==> src/rtl/ber_pkg.sv <==
package ber_pkg;

  typedef enum logic [1:0] {
    SYNC_LOAD   = 2'd0,
    SYNC_VERIFY = 2'd1,
    SYNC_LOCK   = 2'd2
  } syncState_t;

  // Strobes from the sync control to the datapath, valid in the current cycle
  typedef struct packed {
    logic loadEn;    // shift corrected received bit into reference
    logic runEn;     // advance reference on its own feedback, compare
    logic countEn;   // compared bit belongs to the statistics
    logic slipPulse; // sync dropped this cycle
    logic invert;    // polarity correction in use
  } syncStrobes_t;

endpackage

==> src/rtl/ber_sync_ctrl.sv <==
module ber_sync_ctrl
  import ber_pkg::*;
#(
  parameter int LFSR_LEN   = 7,
  parameter int VERIFY_LEN = 64,
  parameter int WINDOW_LEN = 1024,
  parameter int THR_W      = 11
) (
  input  logic             clk,
  input  logic             rstN,
  input  logic             bitValid,
  input  logic             bitErr,
  input  logic [THR_W-1:0] allowThresh,
  input  logic [THR_W-1:0] resyncThresh,
  output syncStrobes_t     strobes,
  output logic             locked,
  output logic             inverted
);

  localparam int LOAD_W = $clog2(LFSR_LEN);
  localparam int VCNT_W = $clog2(VERIFY_LEN);
  localparam int VERR_W = $clog2(VERIFY_LEN + 1);
  localparam int WCNT_W = $clog2(WINDOW_LEN);
  localparam int WERR_W = $clog2(WINDOW_LEN + 1);
  localparam logic [LOAD_W-1:0] LOAD_LAST = LOAD_W'(LFSR_LEN - 1);
  localparam logic [VCNT_W-1:0] VER_LAST  = VCNT_W'(VERIFY_LEN - 1);
  localparam logic [WCNT_W-1:0] WIN_LAST  = WCNT_W'(WINDOW_LEN - 1);

  syncState_t        state;
  logic [LOAD_W-1:0] loadCnt;
  logic [VCNT_W-1:0] verCnt;
  logic [VERR_W-1:0] verErr;
  logic [WCNT_W-1:0] winCnt;
  logic [WERR_W-1:0] winErr;
  logic              invReg;

  logic [VERR_W-1:0] verErrNext;
  logic [WERR_W:0]   winErrNext;
  logic              overLimit;

  assign verErrNext = verErr + VERR_W'(bitErr);
  assign winErrNext = {1'b0, winErr} + (WERR_W + 1)'(bitErr);
  assign overLimit  = 32'(winErrNext) > 32'(resyncThresh);

  always_comb begin
    strobes.loadEn    = bitValid && (state == SYNC_LOAD);
    strobes.runEn     = bitValid && (state != SYNC_LOAD);
    strobes.countEn   = bitValid && (state == SYNC_LOCK);
    strobes.slipPulse = bitValid && (state == SYNC_LOCK) && overLimit;
    strobes.invert    = invReg;
  end

  assign locked   = (state == SYNC_LOCK);
  assign inverted = invReg;

  always_ff @(posedge clk) begin
    if (!rstN) begin
      state   <= SYNC_LOAD;
      loadCnt <= '0;
      verCnt  <= '0;
      verErr  <= '0;
      winCnt  <= '0;
      winErr  <= '0;
      invReg  <= 1'b0;
    end else if (bitValid) begin
      unique case (state)
        SYNC_LOAD: begin
          if (loadCnt == LOAD_LAST) begin
            state   <= SYNC_VERIFY;
            loadCnt <= '0;
            verCnt  <= '0;
            verErr  <= '0;
          end else begin
            loadCnt <= loadCnt + 1'b1;
          end
        end
        SYNC_VERIFY: begin
          if (verCnt == VER_LAST) begin
            verCnt <= '0;
            if (32'(verErrNext) <= 32'(allowThresh)) begin
              state  <= SYNC_LOCK;
              winCnt <= '0;
              winErr <= '0;
            end else begin
              invReg <= ~invReg;
              state  <= SYNC_LOAD;
            end
          end else begin
            verCnt <= verCnt + 1'b1;
            verErr <= verErrNext;
          end
        end
        SYNC_LOCK: begin
          if (overLimit) begin
            state   <= SYNC_LOAD;
            loadCnt <= '0;
          end else if (winCnt == WIN_LAST) begin
            winCnt <= '0;
            winErr <= '0;
          end else begin
            winCnt <= winCnt + 1'b1;
            winErr <= winErrNext[WERR_W-1:0];
          end
        end
        default: state <= SYNC_LOAD;
      endcase
    end
  end

  // Lock is entered only from the checking phase
  p_lock_from_verify_r1: assert property (@(posedge clk) disable iff (!rstN)
    $rose(locked) |-> $past(state) == SYNC_VERIFY);

  // Polarity changes only as the result of a failed check
  p_polarity_on_fail_r2: assert property (@(posedge clk) disable iff (!rstN)
    !$stable(invReg) |-> ($past(state) == SYNC_VERIFY && state == SYNC_LOAD));

  // A slip always removes lock on the next cycle
  p_slip_unlocks_r3: assert property (@(posedge clk) disable iff (!rstN)
    strobes.slipPulse |=> !locked);

  // Idle cycles leave sync state alone
  p_idle_holds_r9: assert property (@(posedge clk) disable iff (!rstN)
    !bitValid |=> ($stable(state) && $stable(invReg)));

endmodule

==> src/rtl/ber_stats_dp.sv <==
module ber_stats_dp
  import ber_pkg::*;
#(
  parameter int LFSR_LEN = 7,
  parameter int LFSR_TAP = 6,
  parameter int BIT_W    = 40,
  parameter int CNT_W    = 32
) (
  input  logic             clk,
  input  logic             rstN,
  input  logic             rxBit,
  input  logic             secTick,
  input  logic             testStart,
  input  logic [BIT_W-1:0] testLength,
  input  syncStrobes_t     strobes,
  output logic             bitErr,
  output logic             testRunning,
  output logic             testDone,
  output logic [BIT_W-1:0] bitCount,
  output logic [CNT_W-1:0] errCount,
  output logic [CNT_W-1:0] oneAsZeroCount,
  output logic [CNT_W-1:0] zeroAsOneCount,
  output logic [CNT_W-1:0] secondCount,
  output logic [CNT_W-1:0] erroredSecCount,
  output logic [CNT_W-1:0] slipCount
);

  logic [LFSR_LEN-1:0] refReg;
  logic refNext;
  logic gotBit;
  logic tallyHit;
  logic errHit;
  logic errSeen;

  assign refNext  = refReg[LFSR_LEN-1] ^ refReg[LFSR_TAP-1];
  assign gotBit   = rxBit ^ strobes.invert;
  assign bitErr   = strobes.runEn && (gotBit != refNext);
  assign tallyHit = strobes.countEn && testRunning;
  assign errHit   = tallyHit && bitErr;

  always_ff @(posedge clk) begin
    if (!rstN) begin
      refReg <= '0;
    end else if (strobes.loadEn) begin
      refReg <= {refReg[LFSR_LEN-2:0], gotBit};
    end else if (strobes.runEn) begin
      refReg <= {refReg[LFSR_LEN-2:0], refNext};
    end
  end

  always_ff @(posedge clk) begin
    if (!rstN) begin
      testRunning     <= 1'b0;
      testDone        <= 1'b0;
      bitCount        <= '0;
      errCount        <= '0;
      secondCount     <= '0;
      erroredSecCount <= '0;
      slipCount       <= '0;
      errSeen         <= 1'b0;
    end else if (testStart) begin
      testRunning     <= 1'b1;
      testDone        <= 1'b0;
      bitCount        <= '0;
      errCount        <= '0;
      secondCount     <= '0;
      erroredSecCount <= '0;
      slipCount       <= '0;
      errSeen         <= 1'b0;
    end else begin
      if (tallyHit) begin
        bitCount <= bitCount + 1'b1;
        if (bitCount + BIT_W'(1) == testLength) begin
          testRunning <= 1'b0;
          testDone    <= 1'b1;
        end
      end
      if (errHit) errCount <= errCount + 1'b1;
      if (strobes.slipPulse && testRunning) slipCount <= slipCount + 1'b1;
      if (secTick && testRunning) begin
        secondCount <= secondCount + 1'b1;
        if (errSeen || errHit) erroredSecCount <= erroredSecCount + 1'b1;
        errSeen <= 1'b0;
      end else if (errHit) begin
        errSeen <= 1'b1;
      end
    end
  end

  // One counter per expected-bit value: index 1 counts 1 seen as 0
  for (genvar gi = 0; gi < 2; gi++) begin : g_dir
    logic [CNT_W-1:0] cnt;
    always_ff @(posedge clk) begin
      if (!rstN || testStart) begin
        cnt <= '0;
      end else if (errHit && (refNext == gi[0])) begin
        cnt <= cnt + 1'b1;
      end
    end
  end

  assign oneAsZeroCount = g_dir[1].cnt;
  assign zeroAsOneCount = g_dir[0].cnt;

  // Direction tallies add up to the error tally
  p_split_sum_r6: assert property (@(posedge clk) disable iff (!rstN)
    errCount == CNT_W'(g_dir[0].cnt + g_dir[1].cnt));

  // Errored seconds never outnumber seconds
  p_errsec_bound_r7: assert property (@(posedge clk) disable iff (!rstN)
    erroredSecCount <= secondCount);

  // Stopped test freezes the bit tally
  p_frozen_stopped_r8: assert property (@(posedge clk) disable iff (!rstN)
    (!testRunning && !testStart) |=> $stable(bitCount));

  // Reaching the length ends the test on that edge
  p_length_stop_r8: assert property (@(posedge clk) disable iff (!rstN)
    (tallyHit && !testStart && (bitCount + BIT_W'(1) == testLength)) |=> (testDone && !testRunning));

endmodule

==> src/rtl/ber_rx_monitor.sv <==
module ber_rx_monitor
  import ber_pkg::*;
#(
  parameter int LFSR_LEN   = 7,
  parameter int LFSR_TAP   = 6,
  parameter int VERIFY_LEN = 64,
  parameter int WINDOW_LEN = 1024,
  parameter int THR_W      = 11,
  parameter int BIT_W      = 40,
  parameter int CNT_W      = 32
) (
  input  logic             clk,
  input  logic             rstN,
  input  logic             bitValid,
  input  logic             rxBit,
  input  logic             secTick,
  input  logic             testStart,
  input  logic [BIT_W-1:0] testLength,
  input  logic [THR_W-1:0] allowThresh,
  input  logic [THR_W-1:0] resyncThresh,
  output logic             locked,
  output logic             inverted,
  output logic             testRunning,
  output logic             testDone,
  output logic [BIT_W-1:0] bitCount,
  output logic [CNT_W-1:0] errCount,
  output logic [CNT_W-1:0] oneAsZeroCount,
  output logic [CNT_W-1:0] zeroAsOneCount,
  output logic [CNT_W-1:0] secondCount,
  output logic [CNT_W-1:0] erroredSecCount,
  output logic [CNT_W-1:0] slipCount
);

  syncStrobes_t strobes;
  logic         bitErr;

  ber_sync_ctrl #(
    .LFSR_LEN  (LFSR_LEN),
    .VERIFY_LEN(VERIFY_LEN),
    .WINDOW_LEN(WINDOW_LEN),
    .THR_W     (THR_W)
  ) u_ctrl (
    .clk         (clk),
    .rstN        (rstN),
    .bitValid    (bitValid),
    .bitErr      (bitErr),
    .allowThresh (allowThresh),
    .resyncThresh(resyncThresh),
    .strobes     (strobes),
    .locked      (locked),
    .inverted    (inverted)
  );

  ber_stats_dp #(
    .LFSR_LEN(LFSR_LEN),
    .LFSR_TAP(LFSR_TAP),
    .BIT_W   (BIT_W),
    .CNT_W   (CNT_W)
  ) u_dp (
    .clk            (clk),
    .rstN           (rstN),
    .rxBit          (rxBit),
    .secTick        (secTick),
    .testStart      (testStart),
    .testLength     (testLength),
    .strobes        (strobes),
    .bitErr         (bitErr),
    .testRunning    (testRunning),
    .testDone       (testDone),
    .bitCount       (bitCount),
    .errCount       (errCount),
    .oneAsZeroCount (oneAsZeroCount),
    .zeroAsOneCount (zeroAsOneCount),
    .secondCount    (secondCount),
    .erroredSecCount(erroredSecCount),
    .slipCount      (slipCount)
  );

endmodule

==> config.mk <==
export PLATFORM = sky130hd
export DESIGN_NAME = ber_rx_monitor
export DESIGN_NICKNAME = d
export VERILOG_FILES = /design/src/rtl/ber_pkg.sv /design/src/rtl/ber_sync_ctrl.sv /design/src/rtl/ber_stats_dp.sv /design/src/rtl/ber_rx_monitor.sv
export SDC_FILE = /design/constraint.sdc
export NUM_CORES = 1
export LEC_CHECK = 0
export CAP_MARGIN = 30
export CORE_ASPECT_RATIO = 0.5
export CORE_UTILIZATION = 50
export DETAILED_ROUTE_END_ITERATION = 10
export PLACE_DENSITY = 0.78
export RECOVER_POWER = 25
export SYNTH_ARGS = -nofsm -noshare
export SYNTH_HDL_FRONTEND = slang
export SYNTH_SLANG_ARGS = --single-unit
==> constraint.sdc <==
create_clock -name clk -period 17.37 [get_ports clk]
set_clock_uncertainty 0.05 [all_clocks]
set_input_delay 5.211 -clock clk [delete_from_list [all_inputs] [get_ports clk]]
set_output_delay 5.211 -clock clk [all_outputs]
set_load 0.01 [all_outputs]
# == Yosys cells after proc, flatten, opt, wreduce, memory -nomap -nowiden ==
# Cells that the tools add are included.
# totals
reg_bits,282
in_bits,68
output_inout_bits,236
word_cells,113
# op_classes
add_sub_neg,12
n_lt_le_gt_ge,2
eq_ne,13
mux,29
bitwise_logic,6
n_reduce_logical,33
# ops
operator,count
$add A32 B1 Y32 const B,6
$mux W11,4
$add A40 B1 Y40 const B,1
$eq A40 B40 Y1,1
$mux W10,4
$mux W7,4
$pmux W11 S2,1
$pmux W10 S2,1
$pmux W7 S2,1
$reduce_bool A2 Y1,7
$add A11 B1 Y12,1
$gt A12 B11 Y1,1
$mux W6,2
$pmux W6 S2,1
$reduce_and A4 Y1,3
$le A7 B11 Y1,1
$logic_and A1 B1 Y1,11
$add A10 B1 Y10 const B,1
$eq A10 B10 Y1 const B,1
$mux W2,4
$add A7 B1 Y7,1
$add A6 B1 Y6 const B,1
$eq A6 B6 Y1 const B,1
$mux W3,2
20 further kinds,34

# == Longest topological paths before layout ==
# Gate-level depths: netlist (run 1).
# logic_depth
word_depth,8
depth_mapped,18
ltp_nobuf,17

# == Modules after synthesis ==
# A second synthesis (run 1) with hierarchy kept.
# unflattened
hier_cells,1804
area_unflattened_um2,14611.5
# by_module_without_submodules
mod,n_inst,cells_each,area_per_inst_um2,seq_area_each_um2
ber_stats_dp,1,1423,11691.2,4844.6
ber_sync_ctrl,1,381,2920.3,800.8

# == Worst setup path before layout (run 1) ==
# No wires, ideal clock.
# synth_path
path_kind,input port to flip-flop
start,input bitValid
end,register u_dp.slipCount[30]
setup_time_ns,0.128
arrival_time_ns,9.084
t_required_ns,17.192
path_slack_ns,8.108
stages,18
path_cell_list,clkbuf_1 buf_1 nor3b_1 ha_1 nand3_1 nor2b_1 nand2_1 xnor2_1 ha_1 and4_1 and4_1 a31o_2 a31oi_1 o2111ai_1 clkbuf_1 nor3_1 xnor2_1 nor2_1
# synth_between
elab_chain_len,6
elab_cells_between_ends,7
cone_classes,add/sub: 1; order compare: 1; reduce/logical: 5
# synth_rtl
element,line,text
"start, declared",ber_rx_monitor.sv:14,"input logic bitValid,"
$logic_and A1 B1 Y1,ber_sync_ctrl.sv:47,strobes.runEn = bitValid && (state != SYNC_LOAD);
$logic_and A1 B1 Y1,ber_stats_dp.sv:37,assign bitErr = strobes.runEn && (gotBit != refNext);
$add A11 B1 Y12,ber_sync_ctrl.sv:42,"assign winErrNext = {1'b0, winErr} + (WERR_W + 1)'(bitErr);"
$gt A12 B11 Y1,ber_sync_ctrl.sv:43,assign overLimit = 32'(winErrNext) > 32'(resyncThresh);
$logic_and A1 B1 Y1 *,ber_sync_ctrl.sv:49,strobes.slipPulse = bitValid && (state == SYNC_LOCK) && overLimit;
$logic_and A1 B1 Y1 *,ber_stats_dp.sv:79,if (strobes.slipPulse && testRunning) slipCount <= slipCount + 1'b1;
"end signal, assigned",ber_stats_dp.sv:79,
"end, declared",ber_stats_dp.sv:25,output logic [CNT_W-1:0] slipCount
# Mark *: on every way between the ends. The rest lies on a longest branch, timed or not.
# A chain may end at the register's enable or synchronous reset.

# == Worst setup path in the final report (run 1) ==
# layout_path
start,input bitValid
end,register u_dp.slipCount[9]
# The elaborated chain is that of the path after synthesis.

==> metrics.yaml, run 1 <==
critical_path:
  worstPathRequired_ps: 17670
  worstPathCellList: "dlygate4sd3_1 -> nor3b_1 -> ha_1 -> nand3_1 -> nor2b_1 -> nand2_1 -> xnor2_1 -> ha_1 -> and4_1 -> and4_1 -> a31o_2 -> a31oi_1 -> o211ai_1 -> nor4_1 -> xnor2_1 -> nor2_1"
  start_kind: "input port"
  r2r-start: "u_ctrl.inverted"
  timing.rr.end: "u_dp.slipCount[9]"
  critPathTopFamily: "simple AND/OR/NAND/NOR gates"
  crit_fanout: 21
  worstSetupEndpointType: "register"
  critPathBufInv: 1
  slowest_stage: "dlygate4sd3_1"
  critical_path_depth: 16
  crit_type: "in -> reg"
  arrival_ps: 10190
  reg2reg_depth: 17
  max_stage_delay_ps: 1110
  regToRegSetupSlack_ps: 12390
global_route:
  use_met3_pct: 3.80
  grt_busiest_layer: "met2"
  grt_pass1_wl_um: 61400
  grt_max_degree: 96
  met2_usage_pct: 43.8
  antenna_found_initial: 1
  grt_remaining_overflow: 0
  grt_usage_pct: 24.9
  use_met1_pct: 31.8
  grt_pass1_vias: 12100
logic_synthesis:
  synthFlopType: "dfxtp_1"
  ys_ff_latch: 282
  synth_area_leaders: "dfxtp_1, xor2_1, xnor2_1"
  synth_edf_count: 0
  synth_cell_type_count: 77
  yosysTopAreaCellShare_pct: 38.7
  synthCells: 1773
  synth_commonest_cells: "dfxtp_1, nor2_1, nand2_1"
  async_flop_share_pct: 0
  netlist_area_mm2: 0.0146
  yosysTopAreaCell: "dfxtp_1"
  yosysMostFrequentCell: "dfxtp_1"
  ys_seq_area_share_pct: 38.7
  synth_nets: 1872
  ys_warn_count: 0
  syn_area_per_cell_um2: 8.23
power:
  p_clk_share_pct: 47.4
  swShare_pct: 22.3
  seqPwrFrac_pct: 48.9
  ir_drop_uv: 73.1
  p_int_mw: 1.03
  power.switching_mw: 0.297
  p_per_area_mw_per_mm2: 70.5
  leakagePower_nw: 6.81
  pwr-share-comb_pct: 3.8
finish:
  drive_above_1_share_pct: 4.75
  fillers: 2421
  fin_area_mm2: 0.0188
  layout.nets: 2141
  area_delta_synth_final_pct: 28.9
  fin_util_pct: 66.7
drt:
  viasPerCell: 5.39
  wl_um: 38500
  firstDrtPassIters: 5
  drc: 0
  vias: 13200
  postRouteAntennaNets: 0
  drt-wirelength-per-cell_um: 15.7
  drtIter0Drc: 782
clock_tree:
  ctsLongestPathBuffers: 3
  cts_tree: "yes"
  cts_sinks: 282
  postCtsSetupBuffers: 0
  cts_hold_buffers: 0
  clk_latency_ps: 570
  cts_resized: 0
  numCtsBuffers: 27
  cts.clk_slew.worst_paths_ps: 70
  htree_num_levels: 1
  cts_root_buf: "clkbuf_16"
timing:
  hold_slack_ps: 420
  rsz0062_at_grt: "no"
  relSlewSlack_pct: -69.2
  tns_ps: 0
  worst_slew_pin_slew_ps: 2540
  finalCriticalPeriod_ps: 9880
  maxSlewViolCount: 68
  fmax_ghz: 0.101
  period_share_pct: 56.9
  finalHoldViolCount: 0
  finalSetupViolCount: 0
run:
  maxCapViolCount: 1
die:
  pin_count: 304
  die_area_mm2: 0.0299
  die_w_um: 244
  core.rowCount: 43
  die_h_um: 123
  coreArea_mm2: 0.0282
  start_util_pct: 51.8
status:
  status: "finished with violations"
  failed_checks: "capacitance limit, slew limit"
placed_design:
  dpl.hpwl_um: 28000
  io_buffers: 303
  dpl_cell_area_mm2: 0.0179
  finalWeightedCongestion: 0.915
min_path:
  whs_endpoint: "u_ctrl.winErr[10]"
  hold_path.startpoint: "u_ctrl.winErr[10]"
  min_path_type: "reg -> reg"
  min_path_cells: 2
==> cells by family after synthesis <==
| group | after synthesis | synth area share [%] |
|---|---|---|
| simple gates | 837 | 29.2 |
| compound gates | 219 | 9.22 |
| xor+xnor | 254 | 15.4 |
| flops | 282 | 38.7 |
| buf+inv | 135 | 3.72 |
| mux | 15 | 1.05 |
| fa+ha+maj | 31 | 2.66 |
==> power by group through the flow <==
| stage | Clock [mW] | Combinational (mW) | Sequential [mW] |
|---|---|---|---|
| 3_5_place_dp | 0 | 0.0499 | 0.663 |
| 6_report | 0.629 | 0.0499 | 0.648 |
| 5_1_grt | 0.668 | 0.0542 | 0.648 |
| 3_3_place_gp | 0 | 0.0497 | 0.663 |
| 4_1_cts | 0.644 | 0.0502 | 0.648 |
| 2_1_floorplan | 0 | 0.0257 | 0.663 |
==> area by class of cell <==
type | instances | area (µm²) | share of cell area, %
tap | 382 | 478 | 2.54
inverter | 64 | 240 | 1.28
timing repair buffer | 311 | 3090 | 16.4
multi-input combinational | 1356 | 8410 | 44.7
clock buffer | 33 | 758 | 4.03
clock inverter | 16 | 189 | 1.00
antenna | 1 | 2.50 | 0.0133
sequential | 282 | 5650 | 30.0
==> worst max-delay path by stage <==
| stage | endpoint | slack (ps) | start |
|---|---|---|---|
| floorplan | u_dp.slipCount[30] | 8110 | bitValid |
| global placement | u_dp.slipCount[9] | 7190 | bitValid |
| detailed placement | u_ctrl.winCnt[4] | 7110 | bitValid |
| CTS | u_ctrl.winCnt[4] | 7610 | bitValid |
| global route | u_dp.slipCount[29] | 6960 | bitValid |
| finish | u_dp.slipCount[9] | 7490 | bitValid |
==> layout by cell type, fill, tap and decap left out, drive strengths merged, types with 5 or more instances in the layout <==
cell / instances
nand3: 95
ha: 31
and3: 54
and2: 14
dfxtp: 282
a21oi: 74
o21a: 5
nand2: 170
nor4: 20
clkinv: 6
or3: 45
dlygate4sd3: 116
a21boi: 11
o31ai: 5
o22ai: 11
nor3: 39
nor2b: 28
xnor2: 124
mux2i: 12
nand3b: 7
buf: 8
o21ai: 62
clkbuf: 33
clkdlybuf4s50: 187
a22oi: 6
inv: 68
nand4: 53
a211oi: 5
nor2: 265
and4: 18
xor2: 129
or2: 6
==> sequential cells by signal, indices dropped and copies added (netlist names) <==
register	cells
u_ctrl.inverted	1
u_ctrl.loadCnt	3
u_ctrl.state	2
u_ctrl.verCnt	6
u_ctrl.verErr	7
u_ctrl.winCnt	10
u_ctrl.winErr	11
u_dp.bitCount	40
u_dp.errCount	32
u_dp.errSeen	1
u_dp.erroredSecCount	32
u_dp.oneAsZeroCount	32
u_dp.refReg	7
u_dp.secondCount	32
u_dp.slipCount	32
u_dp.testDone	1
u_dp.testRunning	1
u_dp.zeroAsOneCount	32
==> per-stage QoR <==
step | instances | setup WS, ps | power, mW
2_1_floorplan | 1773 | 8110 | 0.688
3_3_place_gp | 2395 | 7190 | 0.713
3_5_place_dp | 2395 | 7110 | 0.713
4_1_cts | 2444 | 7610 | 1.34
5_1_grt | 2445 | 6960 | 1.37
6_report | 2445 | 7490 | 1.33
==> worst reg2reg max path, delay by kind of cell (launching register included) <==
kind,cells,cell delay (ps)
AO/OA/AOI/OAI,3,1090
XOR/XNOR,4,840
adder cells (fa/ha/maj),2,550
flip-flops,1,420
AND/OR/NAND/NOR,8,1810
==> metal layers <==
layer	wire (µm)	part of all wire, %
met5	0	0
met4	1110	2.9
met3	1580	4.1
met2	18900	49
met1	16900	44
(Power assumes the default switching activity.)
==> run 2: changes to the inputs <==
- clock period: 17.37 -> 9.4 ns (I/O delays scaled with it)
==> run 2 against run 1 <==
The flow still finishes with violations (capacitance limit, slew limit). Utilization about the same. Sequential cell count unchanged. Cell count unchanged. Worst setup slack got worse by 5400 ps. Critical path type unchanged. Largest cell class unchanged.
==> metrics.yaml, run 2 (same netlist as run 1, synthesis figures left out) <==
status:
  status: "finished with violations"
  failed_checks: "capacitance limit, slew limit"
finish:
  mostFrequentLayoutCells: "dfxtp_1, nor2_1, clkdlybuf4s50_1"
  drive_above_1_share_pct: 4.42
  largest_reg_flops: 40
  largest_register: "u_dp.bitCount"
  area_delta_synth_final_pct: 28.9
  final_common_cell: "dfxtp_1"
  fin_util_pct: 66.8
  finalNonFillerCells: 2445
  layout.nets: 2141
critical_path:
  arrival_ps: 7690
  r2r-start: "u_ctrl.inverted"
  critPathTopFamily: "compound AO/OA/AOI/OAI gates"
  worstPathCellList: "clkdlybuf4s50_1 -> xor2_2 -> xor2_1 -> nor3b_1 -> ha_1 -> nand3_1 -> nor2b_1 -> nand4_1 -> xnor2_1 -> ha_1 -> a21o_1 -> a211oi_1 -> a31oi_1 -> o211ai_1 -> nor3_1 -> xnor2_1 -> nor2_1"
  crit_type: "in -> reg"
  worstSetupEndpointType: "register"
  worstPathRequired_ps: 9750
  start_kind: "input port"
  max_stage_delay_ps: 800
  slowest_stage: "o211ai_1"
  crit_start: "rxBit"
  critPathBufInv: 1
  crit_fanout: 13
clock_tree:
  cts_tree: "yes"
  ctsLongestPathBuffers: 3
  cts_sinks: 282
  htree_num_levels: 1
  clk_latency_ps: 550
  postCtsSetupBuffers: 0
  numCtsBuffers: 26
  cts.clk_slew.worst_paths_ps: 60
  cts_resized: 0
  cts_root_buf: "clkbuf_16"
  cts_hold_buffers: 0
drt:
  wl_um: 38700
  wl_met2_um: 18700
  vias: 13200
  firstDrtPassIters: 7
  postRouteAntennaNets: 0
  viasPerCell: 5.39
  top_layer: "met4"
  drt-wirelength-per-cell_um: 15.8
  drc: 0
  wl_met3_um: 1810
  drt-met1-wl_um: 17100
  drtIter0Drc: 747
timing:
  finalHoldViolCount: 0
  maxSlewViolCount: 60
  relSlewSlack_pct: -54.5
  hold_slack_ps: 425
  tns_ps: 0
  finalCriticalPeriod_ps: 7340
  finalSetupViolCount: 0
  fmax_ghz: 0.136
  rsz0062_at_grt: "no"
  period_share_pct: 78.1
  worst_slew_pin_slew_ps: 2320
min_path:
  hold_path.startpoint: "u_dp.testDone"
  min_path_type: "reg -> reg"
die:
  core.rowCount: 43
  pin_count: 304
  start_util_pct: 51.8
  coreArea_mm2: 0.0282
  die_w_um: 244
  die_area_mm2: 0.0299
  die_h_um: 123
power:
  p_per_area_mw_per_mm2: 131
  ir_drop_uv: 128
  power_mw: 2.46
  leakagePower_nw: 6.65
global_route:
  grt_max_degree: 82
  grt_usage_pct: 25.1
  grt_pass1_wl_um: 62200
  antenna_found_initial: 2
  grt_pass1_vias: 12100
  grt_remaining_overflow: 0
placed_design:
  finalWeightedCongestion: 0.915
  dpl.hpwl_um: 27800
  io_buffers: 303
  placed_cells: 2396
run:
  maxCapViolCount: 1
## run 2: area by class of cell
type                       count  area, µm²
clock inverter                10        195
timing repair buffer         312       3100
inverter                      64        240
fill                        2407       9370
tap                          382        478
antenna                        2       5.00
sequential                   282       5650
clock buffer                  37        742
multi-input combinational   1356       8420
## run 2: per-stage QoR
step / worst slack [ps] / instance area [µm²]
finish: 2060 / 18800
global route: 1580 / 18800
CTS: 2130 / 18800
detailed placement: 1600 / 17900
global placement: 1740 / 17900
floorplan: 2530 / 14600
## run 2: path summary, 6_finish.rpt
path                                            to  slack [ps]  cells after the start
worst max register to register  u_dp.slipCount[25]        4400                     16
worst max-delay path            u_dp.slipCount[25]        2060                     17
worst min register to register       u_dp.testDone         420                      2
worst min-delay path                 u_dp.testDone         420                      2
## run 2: tightest hold or removal path, stage by stage, from the launching register on
cell and delay, ps:
dfxtp_1 330, a41oi_1 40, nor2_1 70
## run 2: metal layers
metal	vias to the layer above	global-route usage (%)
met5	-	0
met4	0	7.70
met3	59	4.18
met2	278	43.4
met1	6230	32.1
li1	6621	-
## run 2: report_power, final
| group | leakage (nW) | switching, mW | internal (mW) | total, mW |
|---|---|---|---|---|
| sequential | 2.27 | 0.00198 | 1.20 | 1.20 |
| combinational | 3.93 | 0.0479 | 0.0455 | 0.0935 |
| clock | 0.450 | 0.480 | 0.690 | 1.17 |
| total | 6.65 | 0.530 | 1.93 | 2.46 |
